$ cat src/rtl/dbm_pkg.sv
package dbm_pkg;

    typedef enum logic [2:0] {
        ST_IDLE = 3'd0,
        ST_REQ  = 3'd1,
        ST_ADDR = 3'd2,
        ST_CMD  = 3'd3,
        ST_DROP = 3'd4,
        ST_GAP  = 3'd5
    } dbm_state_e;

endpackage

$ cat src/rtl/dbm_sync.sv
module dbm_sync #(
    parameter int   STAGES  = 2,
    parameter logic RST_VAL = 1'b1
) (
    input  logic clk,
    input  logic rst_n,
    input  logic d_i,
    output logic q_o
);

    for (genvar i = 0; i < STAGES; i++) begin : g_stage
        logic s_q;
        if (i == 0) begin : g_first
            always_ff @(posedge clk or negedge rst_n) begin
                if (!rst_n) s_q <= RST_VAL;
                else        s_q <= d_i;
            end
        end else begin : g_rest
            always_ff @(posedge clk or negedge rst_n) begin
                if (!rst_n) s_q <= RST_VAL;
                else        s_q <= g_stage[i-1].s_q;
            end
        end
    end

    assign q_o = g_stage[STAGES-1].s_q;

endmodule

$ cat src/rtl/dbm_slot.sv
module dbm_slot #(
    parameter int AW    = 16,
    parameter int LEN_W = 8
) (
    input  logic             clk,
    input  logic             rst_n,
    input  logic             cap_i,
    input  logic             clr_i,
    input  logic [AW-1:0]    addr_i,
    input  logic [LEN_W-1:0] len_i,
    output logic             valid_o,
    output logic [AW-1:0]    addr_o,
    output logic [LEN_W-1:0] len_o
);

    logic             valid_q;
    logic [AW-1:0]    addr_q;
    logic [LEN_W-1:0] len_q;

    always_ff @(posedge clk or negedge rst_n) begin
        if (!rst_n) begin
            valid_q <= 1'b0;
            addr_q  <= '0;
            len_q   <= '0;
        end else if (clr_i) begin
            valid_q <= 1'b0;
        end else if (cap_i && !valid_q) begin
            valid_q <= 1'b1;
            addr_q  <= addr_i;
            len_q   <= len_i;
        end
    end

    assign valid_o = valid_q;
    assign addr_o  = addr_q;
    assign len_o   = len_q;

    // A held request keeps its contents until the controller consumes it.
    assert_slot_hold_R10: assert property (@(posedge clk) disable iff (!rst_n)
        (valid_q && !clr_i) |=> (valid_q && $stable(addr_q) && $stable(len_q)));

endmodule

$ cat src/rtl/dbm_gap.sv
module dbm_gap #(
    parameter int DLY_W    = 4,
    parameter int DLY_INIT = 4
) (
    input  logic clk,
    input  logic rst_n,
    input  logic grant_i,
    input  logic late_i,
    input  logic start_i,
    input  logic run_i,
    output logic last_o
);

    localparam logic [DLY_W-1:0] DMAX  = '1;
    localparam logic [DLY_W-1:0] DINIT = DLY_W'(DLY_INIT);
    localparam logic [DLY_W-1:0] DONE  = DLY_W'(1);

    logic [DLY_W-1:0] dly_q;
    logic [DLY_W-1:0] cnt_q;
    logic [DLY_W:0]   dbl;
    logic [DLY_W-1:0] half;
    logic [DLY_W-1:0] dly_next;

    assign dbl  = {dly_q, 1'b0};
    assign half = dly_q >> 1;

    always_comb begin
        if (late_i) dly_next = (dbl > {1'b0, DMAX}) ? DMAX : dbl[DLY_W-1:0];
        else        dly_next = (half == '0) ? DONE : half;
    end

    always_ff @(posedge clk or negedge rst_n) begin
        if (!rst_n) begin
            dly_q <= DINIT;
            cnt_q <= '0;
        end else begin
            if (grant_i) dly_q <= dly_next;
            if (start_i)                     cnt_q <= dly_q;
            else if (run_i && cnt_q != '0)   cnt_q <= cnt_q - DONE;
        end
    end

    assign last_o = run_i && (cnt_q == DONE);

    assert_delay_range_R9: assert property (@(posedge clk) disable iff (!rst_n)
        (dly_q != '0));
    assert_gap_count_live_R8: assert property (@(posedge clk) disable iff (!rst_n)
        run_i |-> (cnt_q != '0));

endmodule

$ cat src/rtl/dma_bus_master.sv
module dma_bus_master
    import dbm_pkg::*;
#(
    parameter int AW       = 16,
    parameter int LEN_W    = 8,
    parameter int DLY_W    = 4,
    parameter int DLY_INIT = 4,
    parameter int LATE_THR = 6,
    parameter int CMD_MIN  = 3,
    parameter int SYNC_N   = 2
) (
    input  logic             clk,
    input  logic             rst_n,
    input  logic             req_i,
    input  logic [AW-1:0]    req_addr_i,
    input  logic [LEN_W-1:0] req_len_i,
    input  logic             dack_n_i,
    input  logic             chrdy_i,
    output logic             drq_o,
    output logic             master_n_o,
    output logic [AW-1:0]    addr_o,
    output logic             sbhe_n_o,
    output logic             mem_strobe_n_o,
    output logic             done_o
);

    localparam int                CNT_W     = $clog2(CMD_MIN + 1);
    localparam logic [CNT_W-1:0]  CMD_LAST  = CNT_W'(CMD_MIN);
    localparam logic [CNT_W-1:0]  CNT_ONE   = CNT_W'(1);
    localparam int                LAT_W     = $clog2(LATE_THR + 2);
    localparam logic [LAT_W-1:0]  LAT_SAT   = LAT_W'(LATE_THR + 1);
    localparam logic [LAT_W-1:0]  LAT_ONE   = LAT_W'(1);
    localparam logic [LAT_W-1:0]  LAT_LIM   = LAT_W'(LATE_THR);
    localparam logic [LEN_W-1:0]  LEN_ONE   = LEN_W'(1);
    localparam logic [AW-1:0]     ADDR_STEP = AW'(2);

    dbm_state_e state_q, state_d;

    logic             dack_s;
    logic             slot_v;
    logic [AW-1:0]    slot_addr;
    logic [LEN_W-1:0] slot_len;
    logic             gap_last;

    logic             start_burst, from_slot, grant, beat_end;
    logic [AW-1:0]    cur_addr_q;
    logic [LEN_W-1:0] left_q;
    logic [LEN_W-1:0] start_len;
    logic [CNT_W-1:0] cmd_cnt_q;
    logic [LAT_W-1:0] lat_q;
    logic             late;

    // ---------------- sub-blocks ----------------
    dbm_sync #(.STAGES(SYNC_N), .RST_VAL(1'b1)) u_dack_sync (
        .clk   (clk),
        .rst_n (rst_n),
        .d_i   (dack_n_i),
        .q_o   (dack_s)
    );

    dbm_slot #(.AW(AW), .LEN_W(LEN_W)) u_slot (
        .clk     (clk),
        .rst_n   (rst_n),
        .cap_i   (req_i && (state_q != ST_IDLE)),
        .clr_i   (start_burst && from_slot),
        .addr_i  (req_addr_i),
        .len_i   (req_len_i),
        .valid_o (slot_v),
        .addr_o  (slot_addr),
        .len_o   (slot_len)
    );

    assign late = (lat_q > LAT_LIM);

    dbm_gap #(.DLY_W(DLY_W), .DLY_INIT(DLY_INIT)) u_gap (
        .clk     (clk),
        .rst_n   (rst_n),
        .grant_i (grant),
        .late_i  (late),
        .start_i (state_q == ST_DROP),
        .run_i   (state_q == ST_GAP),
        .last_o  (gap_last)
    );

    // ---------------- next state ----------------
    always_comb begin
        state_d     = state_q;
        start_burst = 1'b0;
        from_slot   = 1'b0;
        grant       = 1'b0;
        beat_end    = 1'b0;
        unique case (state_q)
            ST_IDLE: begin
                if (slot_v) begin
                    state_d     = ST_REQ;
                    start_burst = 1'b1;
                    from_slot   = 1'b1;
                end else if (req_i) begin
                    state_d     = ST_REQ;
                    start_burst = 1'b1;
                end
            end
            ST_REQ: begin
                if (!dack_s) begin
                    state_d = ST_ADDR;
                    grant   = 1'b1;
                end
            end
            ST_ADDR: state_d = ST_CMD;
            ST_CMD: begin
                if (cmd_cnt_q >= CMD_LAST && chrdy_i) begin
                    beat_end = 1'b1;
                    state_d  = (left_q == LEN_ONE) ? ST_DROP : ST_ADDR;
                end
            end
            ST_DROP: state_d = ST_GAP;
            ST_GAP: begin
                if (gap_last) begin
                    if (slot_v) begin
                        state_d     = ST_REQ;
                        start_burst = 1'b1;
                        from_slot   = 1'b1;
                    end else begin
                        state_d = ST_IDLE;
                    end
                end
            end
            default: state_d = ST_IDLE;
        endcase
    end

    // ---------------- state register ----------------
    always_ff @(posedge clk or negedge rst_n) begin
        if (!rst_n) state_q <= ST_IDLE;
        else        state_q <= state_d;
    end

    // ---------------- burst datapath ----------------
    assign start_len = from_slot ? slot_len : req_len_i;

    always_ff @(posedge clk or negedge rst_n) begin
        if (!rst_n) begin
            cur_addr_q <= '0;
            left_q     <= '0;
            cmd_cnt_q  <= '0;
            lat_q      <= '0;
        end else begin
            if (start_burst) begin
                cur_addr_q <= from_slot ? slot_addr : req_addr_i;
                left_q     <= (start_len == '0) ? LEN_ONE : start_len;
                lat_q      <= LAT_ONE;
            end else if (state_q == ST_REQ && !grant && lat_q != LAT_SAT) begin
                lat_q <= lat_q + LAT_ONE;
            end

            if (state_q == ST_ADDR)
                cmd_cnt_q <= CNT_ONE;
            else if (state_q == ST_CMD && cmd_cnt_q != CMD_LAST)
                cmd_cnt_q <= cmd_cnt_q + CNT_ONE;

            if (beat_end && state_d == ST_ADDR) begin
                cur_addr_q <= cur_addr_q + ADDR_STEP;
                left_q     <= left_q - LEN_ONE;
            end
        end
    end

    // ---------------- outputs ----------------
    always_comb begin
        drq_o          = 1'b0;
        master_n_o     = 1'b1;
        addr_o         = '0;
        sbhe_n_o       = 1'b1;
        mem_strobe_n_o = 1'b1;
        done_o         = 1'b0;
        unique case (state_q)
            ST_IDLE, ST_GAP: ;
            ST_REQ: drq_o = 1'b1;
            ST_ADDR: begin
                drq_o      = 1'b1;
                master_n_o = 1'b0;
                addr_o     = cur_addr_q;
                sbhe_n_o   = 1'b0;
            end
            ST_CMD: begin
                drq_o          = 1'b1;
                master_n_o     = 1'b0;
                addr_o         = cur_addr_q;
                sbhe_n_o       = 1'b0;
                mem_strobe_n_o = 1'b0;
            end
            ST_DROP: begin
                master_n_o = 1'b0;
                done_o     = 1'b1;
            end
            default: ;
        endcase
    end

    // ---------------- assertions ----------------
    logic [CNT_W-1:0] low_run_q;
    always_ff @(posedge clk or negedge rst_n) begin
        if (!rst_n)                  low_run_q <= '0;
        else if (mem_strobe_n_o)     low_run_q <= '0;
        else if (low_run_q != CMD_LAST) low_run_q <= low_run_q + CNT_ONE;
    end

    assert_grant_after_request_R3: assert property (@(posedge clk) disable iff (!rst_n)
        $fell(master_n_o) |-> $past(drq_o));
    assert_strobe_owned_R4: assert property (@(posedge clk) disable iff (!rst_n)
        !mem_strobe_n_o |-> (!master_n_o && !sbhe_n_o && drq_o));
    assert_min_command_R4: assert property (@(posedge clk) disable iff (!rst_n)
        $rose(mem_strobe_n_o) |-> (low_run_q == CMD_LAST));
    assert_addr_held_R4: assert property (@(posedge clk) disable iff (!rst_n)
        (!mem_strobe_n_o) |-> $stable(addr_o));
    assert_wait_stretch_R5: assert property (@(posedge clk) disable iff (!rst_n)
        (state_q == ST_CMD && !chrdy_i) |=> (state_q == ST_CMD));
    assert_release_lag_R7: assert property (@(posedge clk) disable iff (!rst_n)
        $fell(drq_o) |=> $rose(master_n_o));
    assert_done_single_R7: assert property (@(posedge clk) disable iff (!rst_n)
        done_o |-> (!drq_o && !master_n_o) ##1 !done_o);

endmodule

$ cat config.mk
export PLATFORM = sky130hd
export DESIGN_NAME = dma_bus_master
export DESIGN_NICKNAME = d
export VERILOG_FILES = /design/src/rtl/dbm_pkg.sv /design/src/rtl/dbm_sync.sv /design/src/rtl/dbm_slot.sv /design/src/rtl/dbm_gap.sv /design/src/rtl/dma_bus_master.sv
export SDC_FILE = /design/constraint.sdc
export NUM_CORES = 1
export LEC_CHECK = 0
export CORE_ASPECT_RATIO = 1.75
export CORE_MARGIN = 3
export CORE_UTILIZATION = 40
export DETAILED_ROUTE_END_ITERATION = 10
export DONT_BUFFER_PORTS = 1
export RECOVER_POWER = 50
export SYNTH_ARGS = -nofsm -noshare
export SYNTH_HDL_FRONTEND = slang
export SYNTH_SLANG_ARGS = --single-unit
$ cat constraint.sdc
create_clock -name clk -period 4.45 [get_ports clk]
set_clock_uncertainty 0.15 [all_clocks]
set_input_delay 0.445 -clock clk [delete_from_list [all_inputs] [get_ports clk]]
set_output_delay 0.445 -clock clk [all_outputs]
set_load 0.1 [all_outputs]
==> flow_summary_export.csv, run 1 <==
group,metric,value,unit
status,run_status,"complete, no violations",
synth,ys_seq_elements,67,
synth,synth-seq-area-share,0.4481,
drt,via_count_normalized_by_instance_count,5.748,
drt,avgRoutedWirePerCell,18.09,um
setup_path,worst-endpoint-required,3860,ps
global_routing,grt_pass1_vias,2856,
timing,maxClockFrequency,305.4,MHz
floorplan,ioPinCount,50,
global_routing,grt_pass1_wl,14500,um
floorplan,placement_rows,46,
floorplan,placeableCoreArea,9094,sq um
synth,post_synth_net_total,403,
synth,count_of_flip_flops_with_a_built_in_enable_after_synthesis,0,
min_path,hold_path_class,"primary input to flip-flop",
setup_path,worst_setup_path_type,"flip-flop to primary output",
final_layout,synthToLayoutAreaGrowth,13.35,%
place,dp_hpwl,6364,um
setup_path,crit_path_cell_trace,"and2b_1 -> inv_2 -> nor2_2 -> buf_4",
power,p_comb_frac,0.464,
power,seq_power_share,0.316,
synth,synthesis.area,3750,sq um
power,clock_power_share,0.220,
clocking,cts_setup_buffers,0,
floorplan,initial_utilization,0.4124,
setup_path,startpoint_class,"flip-flop",
synth,asyncSetResetFlopFracSynth,1.000,
drt,detail-route-antenna-nets,0,
global_routing,grt_overflow_total,0,
min_path,worstHoldPathCells,2,
timing,setup_tns,0,ps
timing,shortest_clock_period_the_worst_path_allows_after_layout,3275,ps
final_layout,final_net_count,405,
timing,rsz0062_at_grt,"false",
global_routing,largest_net_degree_at_the_start_of_global_routing,68,
power,internal_power,1.920,mW
place,portBuffers,0,
power,power.leakage,1.745,nW
timing,hold_violations,0,
timing,timing.slew.headroom,0.1889,
synth,top_reg_cell_synth,"dfrtp_1",
synth,syn_area_per_cell,10.27,sq um
clocking,cts_hold_repair.buffers,3,
timing,worst_tran_pin_value,1215,ps
drt,route.vias.total,2828,
floorplan,die-height,134.1,um
drt,drt-initial-drc-count,146,
min_path,min_from,"req_addr_i[2]",
synth,syn_inst,365,
min_path,timing.hold.worst_endpoint,"cur_addr_q[2]",
power,power.density_cell_area,880.0,nW/um^2
clocking,clk-insertion-delay-late,340,ps
drt,drc,0,
final_layout,final_cell_area,4250,sq um
setup_path,critical_path.endpoint_type,"primary output",
clocking,clock-root-buffer,"clkbuf_16",
power,power.switching_fraction,0.4868,
clocking,clkSinkCount,67,
setup_path,critPathArrivalTime,2680,ps
timing,timing.final.setup_violations,0,
clocking,numCtsBuffers,9,
place,place_inst,473,
drt,wirelength,8899,um
final_layout,antennaDiodeCount,0,
flow_run,max-cap-violations,0,
setup_path,number_of_cells_traversed_by_the_worst_register_to_register_path,6,
clocking,h-tree-depth,3,
place,place_congestion,0.7749,
global_routing,track_usage,0.1771,
power,vdd_ir_drop_max,0.6824,mV
clocking,clkSlewWorstSetupHoldPaths,50,ps
setup_path,r2r-end,"left_q[5]",
final_layout,layout-drive-gt1-share,0.2177,
setup_path,ff2ff_setup_slack,1360,ps
setup_path,worst_path_largest_cell_delay,740,ps
floorplan,die_width,79.19,um
drt,drt_first_pass_iters,4,
setup_path,critical_path.reg2reg.startpoint,"state_q[1]",
synth,yosys.cell_types.count,69,
clocking,clockBufferDepth,2,
setup_path,worstPathMaxFanout,25,
timing,period_share,0.7359,
final_layout,final-instance-count-excl-fill,492,
timing,final_slew_viol_count,0,
setup_path,slowest_stage,"and2b_1",
global_routing,number_of_antenna_violations_at_the_first_check_in_global_routing,0,
synth,synthesis.yosys.warnings,0,
power,p_sw,1.821,mW
place,placedInstanceArea,3865,sq um
floorplan,dieArea,10620,sq um
clocking,cts.repair.resized,0,
final_layout,final_core_util,0.4674,
clocking,tritoncts,"done",
==> per-stage QoR <==
stage,power (mW),hold WS [ps],setup slack (ps)
floorplan,2.667,-0.5911,917.6
global placement,2.884,3.258,1476
detailed placement,2.921,3.376,1363
CTS,3.773,91.89,1133
global route,3.943,101.5,930.8
finish,3.740,98.40,1175
==> layout by cell type, fill, tap and decap left out, drive strengths merged, types with 3 or more instances in the layout <==
| master | synthesis | layout |
|---|---|---|
| dfrtp | 64 | 64 |
| nand2 | 35 | 35 |
| nor2 | 29 | 29 |
| mux2 | 27 | 27 |
| and2 | 15 | 15 |
| a21oi | 15 | 15 |
| nand3 | 13 | 13 |
| o21ai | 13 | 13 |
| nor3 | 13 | 13 |
| inv | 12 | 12 |
| clkbuf | 5 | 12 |
| ha | 9 | 9 |
| and3 | 8 | 8 |
| mux2i | 7 | 7 |
| nand4 | 7 | 7 |
| o211ai | 6 | 6 |
| buf | 13 | 6 |
| nor4 | 6 | 6 |
| o22ai | 5 | 5 |
| xnor2 | 5 | 5 |
| a22oi | 5 | 5 |
| a211oi | 5 | 5 |
| nand2b | 4 | 4 |
| a31oi | 3 | 3 |
| o221ai | 3 | 3 |
| a22o | 3 | 3 |
| a221o | 3 | 3 |
| bufinv | 0 | 3 |
| dfstp | 3 | 3 |
| o311ai | 3 | 3 |
==> worst max-delay path: cells and delay by family (launching register included) <==
kind	cells	cell delay [ps]
buf+inv	2	810
flops	1	610
simple gates	2	920
==> metal layers <==
metal	track usage	up-vias	share of wire
met1	0.2108	1400	0.41
met5	0	-	0
li1	-	1346	-
met4	0.07935	0	0.027
met3	0.05578	16	0.068
met2	0.2899	66	0.50
==> synth_stat cells, drive strengths merged, types with 2 or more instances <==
cell type / count / area share
dfrtp: 64 / 0.43
nand2: 35 / 0.037
nor2: 29 / 0.032
mux2: 27 / 0.081
a21oi: 15 / 0.024
and2: 15 / 0.025
buf: 13 / 0.021
nand3: 13 / 0.017
nor3: 13 / 0.024
o21ai: 13 / 0.019
inv: 12 / 0.012
ha: 9 / 0.030
and3: 8 / 0.013
mux2i: 7 / 0.019
nand4: 7 / 0.013
nor4: 6 / 0.016
o211ai: 6 / 0.013
a211oi: 5 / 0.013
a22oi: 5 / 0.011
clkbuf: 5 / 0.0050
o22ai: 5 / 0.0083
xnor2: 5 / 0.012
nand2b: 4 / 0.0067
a221o: 3 / 0.0080
a22o: 3 / 0.0073
a31oi: 3 / 0.0050
dfstp: 3 / 0.021
o221ai: 3 / 0.0070
o311ai: 3 / 0.0070
a222oi: 2 / 0.0053
a311oi: 2 / 0.0063
nand3b: 2 / 0.0040
nor2b: 2 / 0.0033
o22a: 2 / 0.0047
or4: 2 / 0.0050
==> power by group through the flow <==
stage          combinational [mW]  clock [mW]  sequential (mW)
2_1_floorplan                1.59           0             1.07
3_3_place_gp                 1.71           0             1.18
3_5_place_dp                 1.73           0             1.19
4_1_cts                      1.75       0.840             1.18
5_1_grt                      1.86       0.860             1.22
6_report                     1.74       0.821             1.18
==> worst max-delay path by stage <==
| stage | from | end | slack (ps) |
|---|---|---|---|
| global route | state_q[1] | addr_o[15] | 930 |
| floorplan | state_q[0] | master_n_o | 920 |
| detailed placement | state_q[1] | left_q[5] | 1360 |
| global placement | state_q[1] | left_q[5] | 1480 |
| CTS | state_q[1] | addr_o[15] | 1130 |
| finish | state_q[1] | addr_o[15] | 1180 |
==> flip-flops by register name, indices dropped and copies added (netlist names) <==
signal                   cells
cur_addr_q                  16
u_slot.addr_o               16
left_q                       8
u_slot.len_o                 8
u_gap.cnt_q                  4
u_gap.dly_q                  4
lat_q                        3
state_q                      3
cmd_cnt_q                    2
u_dack_sync.g_stage.s_q      1
u_dack_sync.q_o              1
u_slot.valid_o               1
==> cells by family (layout without fill, tap and decap cells) <==
logic type / count (synthesis) / after routing / share of synthesized area
simple gates: 144 / 144 / 0.2149
flops: 67 / 67 / 0.4481
xor+xnor: 6 / 6 / 0.01401
mux: 34 / 34 / 0.09977
buf+inv: 30 / 37 / 0.03770
fa+ha+maj: 9 / 9 / 0.03003
compound gates: 75 / 75 / 0.1555
==> cell type report <==
type	instances	area (sq um)
inverters	12	45.04
clock inverters	5	100.1
fillers	876	4843
repair buffers	9	88.84
well taps	120	150.1
multi-input cells	268	1943
clock buffers	11	242.7
flip-flops and latches	67	1680
No activity file was read; power rests on OpenSTA's default activity.
==> run 2, diff against run 1 <==
--- a/config.mk
+++ b/config.mk
@@ -5,6 +5,7 @@
 export SDC_FILE = /design/constraint.sdc
 export NUM_CORES = 1
 export LEC_CHECK = 0
+export ABC_AREA = 1
 export CORE_ASPECT_RATIO = 1.75
 export CORE_MARGIN = 3
 export CORE_UTILIZATION = 40
==> constraint.sdc (replaced) <==
create_clock -name clk -period 3.25 [get_ports clk]
set_clock_uncertainty 0.15 [all_clocks]
set_input_delay 0.325 -clock clk [delete_from_list [all_inputs] [get_ports clk]]
set_output_delay 0.325 -clock clk [all_outputs]
set_load 0.1 [all_outputs]
==> flow_summary_export.csv, run 2 <==
group,metric,value,unit
setup_path,worstPathMaxFanout,18,
timing,final_slew_viol_count,68,
global_routing,grt_overflow_total,0,
drt,wirelength,9582,um
clocking,tritoncts,"done",
timing,setup_tns,0,ps
synth,synth.largest_area_cell,"dfrtp_1",
setup_path,worst-endpoint-required,2770,ps
place,place_congestion,0.8907,
floorplan,ioPinCount,50,
floorplan,placeableCoreArea,9468,sq um
timing,worst_tran_pin_value,1686,ps
clocking,clockBufferDepth,2,
setup_path,r2r-end,"cur_addr_q[7]",
floorplan,placement_rows,47,
min_path,timing.hold.worst_endpoint,"u_slot.addr_o[8]",
timing,shortest_clock_period_the_worst_path_allows_after_layout,2451,ps
timing,rsz0062_at_grt,"false",
synth,top_reg_cell_synth,"dfrtp_1",
synth,post_synth_mux_area_share,0.002885,
drt,avgRoutedWirePerCell,14.86,um
synth,synthesis.area,3904,sq um
drt,drt_first_pass_iters,5,
min_path,worstHoldPathCells,2,
floorplan,die-height,136.7,um
power,power.density_cell_area,1144,nW/um^2
setup_path,worst_setup_path_type,"flip-flop to primary output",
setup_path,critical_path.endpoint_type,"primary output",
place,place_inst,620,
synth,synth-xor-area-share,0.01795,
power,p_total,5.163,mW
synth,synth.top_cells.by_count,"nand2_1, inv_1, dfrtp_1",
setup_path,number_of_cells_traversed_by_the_worst_register_to_register_path,11,
synth,asyncSetResetFlopFracSynth,1.000,
synth,synth-adder-area-share,0.02885,
place,dp_hpwl,6997,um
synth,most_frequent_cell_after_synthesis,"nand2_1",
synth,synth-simple-area-share,0.2199,
synth,yosys.cell_types.count,44,
synth,count_of_flip_flops_with_a_built_in_enable_after_synthesis,0,
final_layout,final_core_util,0.4767,
clocking,clkSlewWorstSetupHoldPaths,60,ps
timing,hold_violations,0,
global_routing,largest_net_degree_at_the_start_of_global_routing,68,
synth,syn_inst,492,
final_layout,final-instance-count-excl-fill,645,
clocking,cts.repair.resized,0,
setup_path,ff2ff_setup_slack,810,ps
global_routing,busiest_layer,"met2",
timing,final.setup.worst_slack,799.0,ps
clocking,numCtsBuffers,9,
power,power.leakage,2.150,nW
final_layout,most_frequent_cells_in_the_layout,"nand2_1, inv_1, dfrtp_1",
place,placement.setup.worst_slack,799.2,ps
timing,maxClockFrequency,408.0,MHz
floorplan,dieArea,11030,sq um
floorplan,initial_utilization,0.4123,
setup_path,critPathArrivalTime,1980,ps
clocking,clock-root-buffer,"clkbuf_16",
final_layout,layout-drive-gt1-share,0.1702,
setup_path,startpoint_class,"flip-flop",
status,run_status,"finished, violations left",
synth,synth-seq-area-share,0.4304,
min_path,hold_path_class,"primary input to flip-flop",
global_routing,gr-usage-met3,0.03623,
timing,timing.slew.headroom,-0.1238,
drt,via_count_normalized_by_instance_count,5.133,
synth,synth_compound_gate_area_share,0.1811,
final_layout,synthToLayoutAreaGrowth,15.61,%
final_layout,layout.cells.most_common,"nand2_1",
status,violations,"capacitance limit, slew limit",
global_routing,number_of_antenna_violations_at_the_first_check_in_global_routing,0,
flow_run,max-cap-violations,1,
global_routing,grt_util_met2,0.3432,
clocking,clk-insertion-delay-late,330,ps
min_path,min_from,"req_addr_i[8]",
floorplan,die_width,80.68,um
final_layout,final.fill_count,931,
global_routing,grt_use_met1,0.2116,
place,portBuffers,0,
synth,synthesis.yosys.warnings,0,
power,vdd_ir_drop_max,0.7083,mV
synth,syn_area_per_cell,7.934,sq um
clocking,clkSinkCount,67,
drt,drt-initial-drc-count,161,
drt,detail-route-antenna-nets,0,
synth,netlist.area_leader.share,0.4103,
synth,ys_seq_elements,67,
drt,route.vias.total,3311,
clocking,h-tree-depth,3,
final_layout,antennaDiodeCount,0,
synth,synth_area_leaders,"dfrtp_1, nand2_1, inv_1",
timing,period_share,0.7542,
setup_path,critical_path.reg2reg.startpoint,"state_q[1]",
global_routing,grt_pass1_wl,16010,um
timing,timing.final.setup_violations,0,
final_layout,final_net_count,556,
global_routing,track_usage,0.1907,
drt,drc,0,
synth,post_synth_net_total,530,
synth,synth_top_family_by_area,"simple AND/OR/NAND/NOR gates",
global_routing,grt_pass1_vias,3335,
run 2: cell count changes after synthesis, sizes merged, moves of 16 or more:
cell	change
nand3	+16
o21ai	+44
inv	+76
nand2	+64
nor2	+27
mux2	-26
run 2: final cells by class:
cell class | instances | area, sq um | share of cell area
clock buffer | 11 | 242.7 | 0.05378
clock inverter | 5 | 52.55 | 0.01164
inverter | 89 | 339.1 | 0.07513
multi-input combinational | 321 | 1807 | 0.4003
sequential | 67 | 1680 | 0.3723
tap | 122 | 152.6 | 0.03382
timing repair buffer | 30 | 239.0 | 0.05295
run 2: worst max path at each step:
stage,startpoint,to,depth (start not counted)
2_1_floorplan,state_q[1],addr_o[10],5
3_3_place_gp,state_q[1],cur_addr_q[7],11
3_5_place_dp,state_q[1],left_q[5],9
4_1_cts,state_q[1],addr_o[6],5
5_1_grt,u_gap.cnt_q[1],cur_addr_q[9],9
6_report,state_q[1],addr_o[6],5
run 2: cell families after synthesis:
| kind of cell | Yosys count |
|---|---|
| xor+xnor | 8 |
| compound gates | 109 |
| flops | 67 |
| simple gates | 194 |
| mux | 1 |
| fa+ha+maj | 9 |
| buf+inv | 104 |
run 2: metrics by stage:
step	hold slack (ps)	cell area, sq um
floorplan	-120.6	3906
global placement	-118.4	4136
detailed placement	-118.3	4136
CTS	0.6471	4539
global route	10.63	4513
finish	8.305	4513
run 2: metal layers:
| layer | wire (um) | vias up |
|---|---|---|
| met5 | 0 | - |
| met4 | 298 | 0 |
| met3 | 410 | 22 |
| met2 | 5210 | 82 |
| met1 | 3662 | 1561 |
| li1 | - | 1646 |
run 2: what timing repair did:
action	in CTS	in global routing
endpoints found under the hold margin	74	0
buffers inserted	0	0
hold buffers	9	0
run 2: power breakdown:
group / leakage [nW] / switching [mW] / internal (mW)
sequential: 0.808 / 0.271 / 1.19
combinational: 1.20 / 2.06 / 0.678
clock: 0.145 / 0.362 / 0.611
total: 2.15 / 2.69 / 2.47
run 2: worst max-delay path, stage by stage, from the launching register on:
cell and delay [ps]:
dfrtp_1 450, inv_2 80, nor2_2 190, inv_2 410, nor2_2 200, buf_4 310
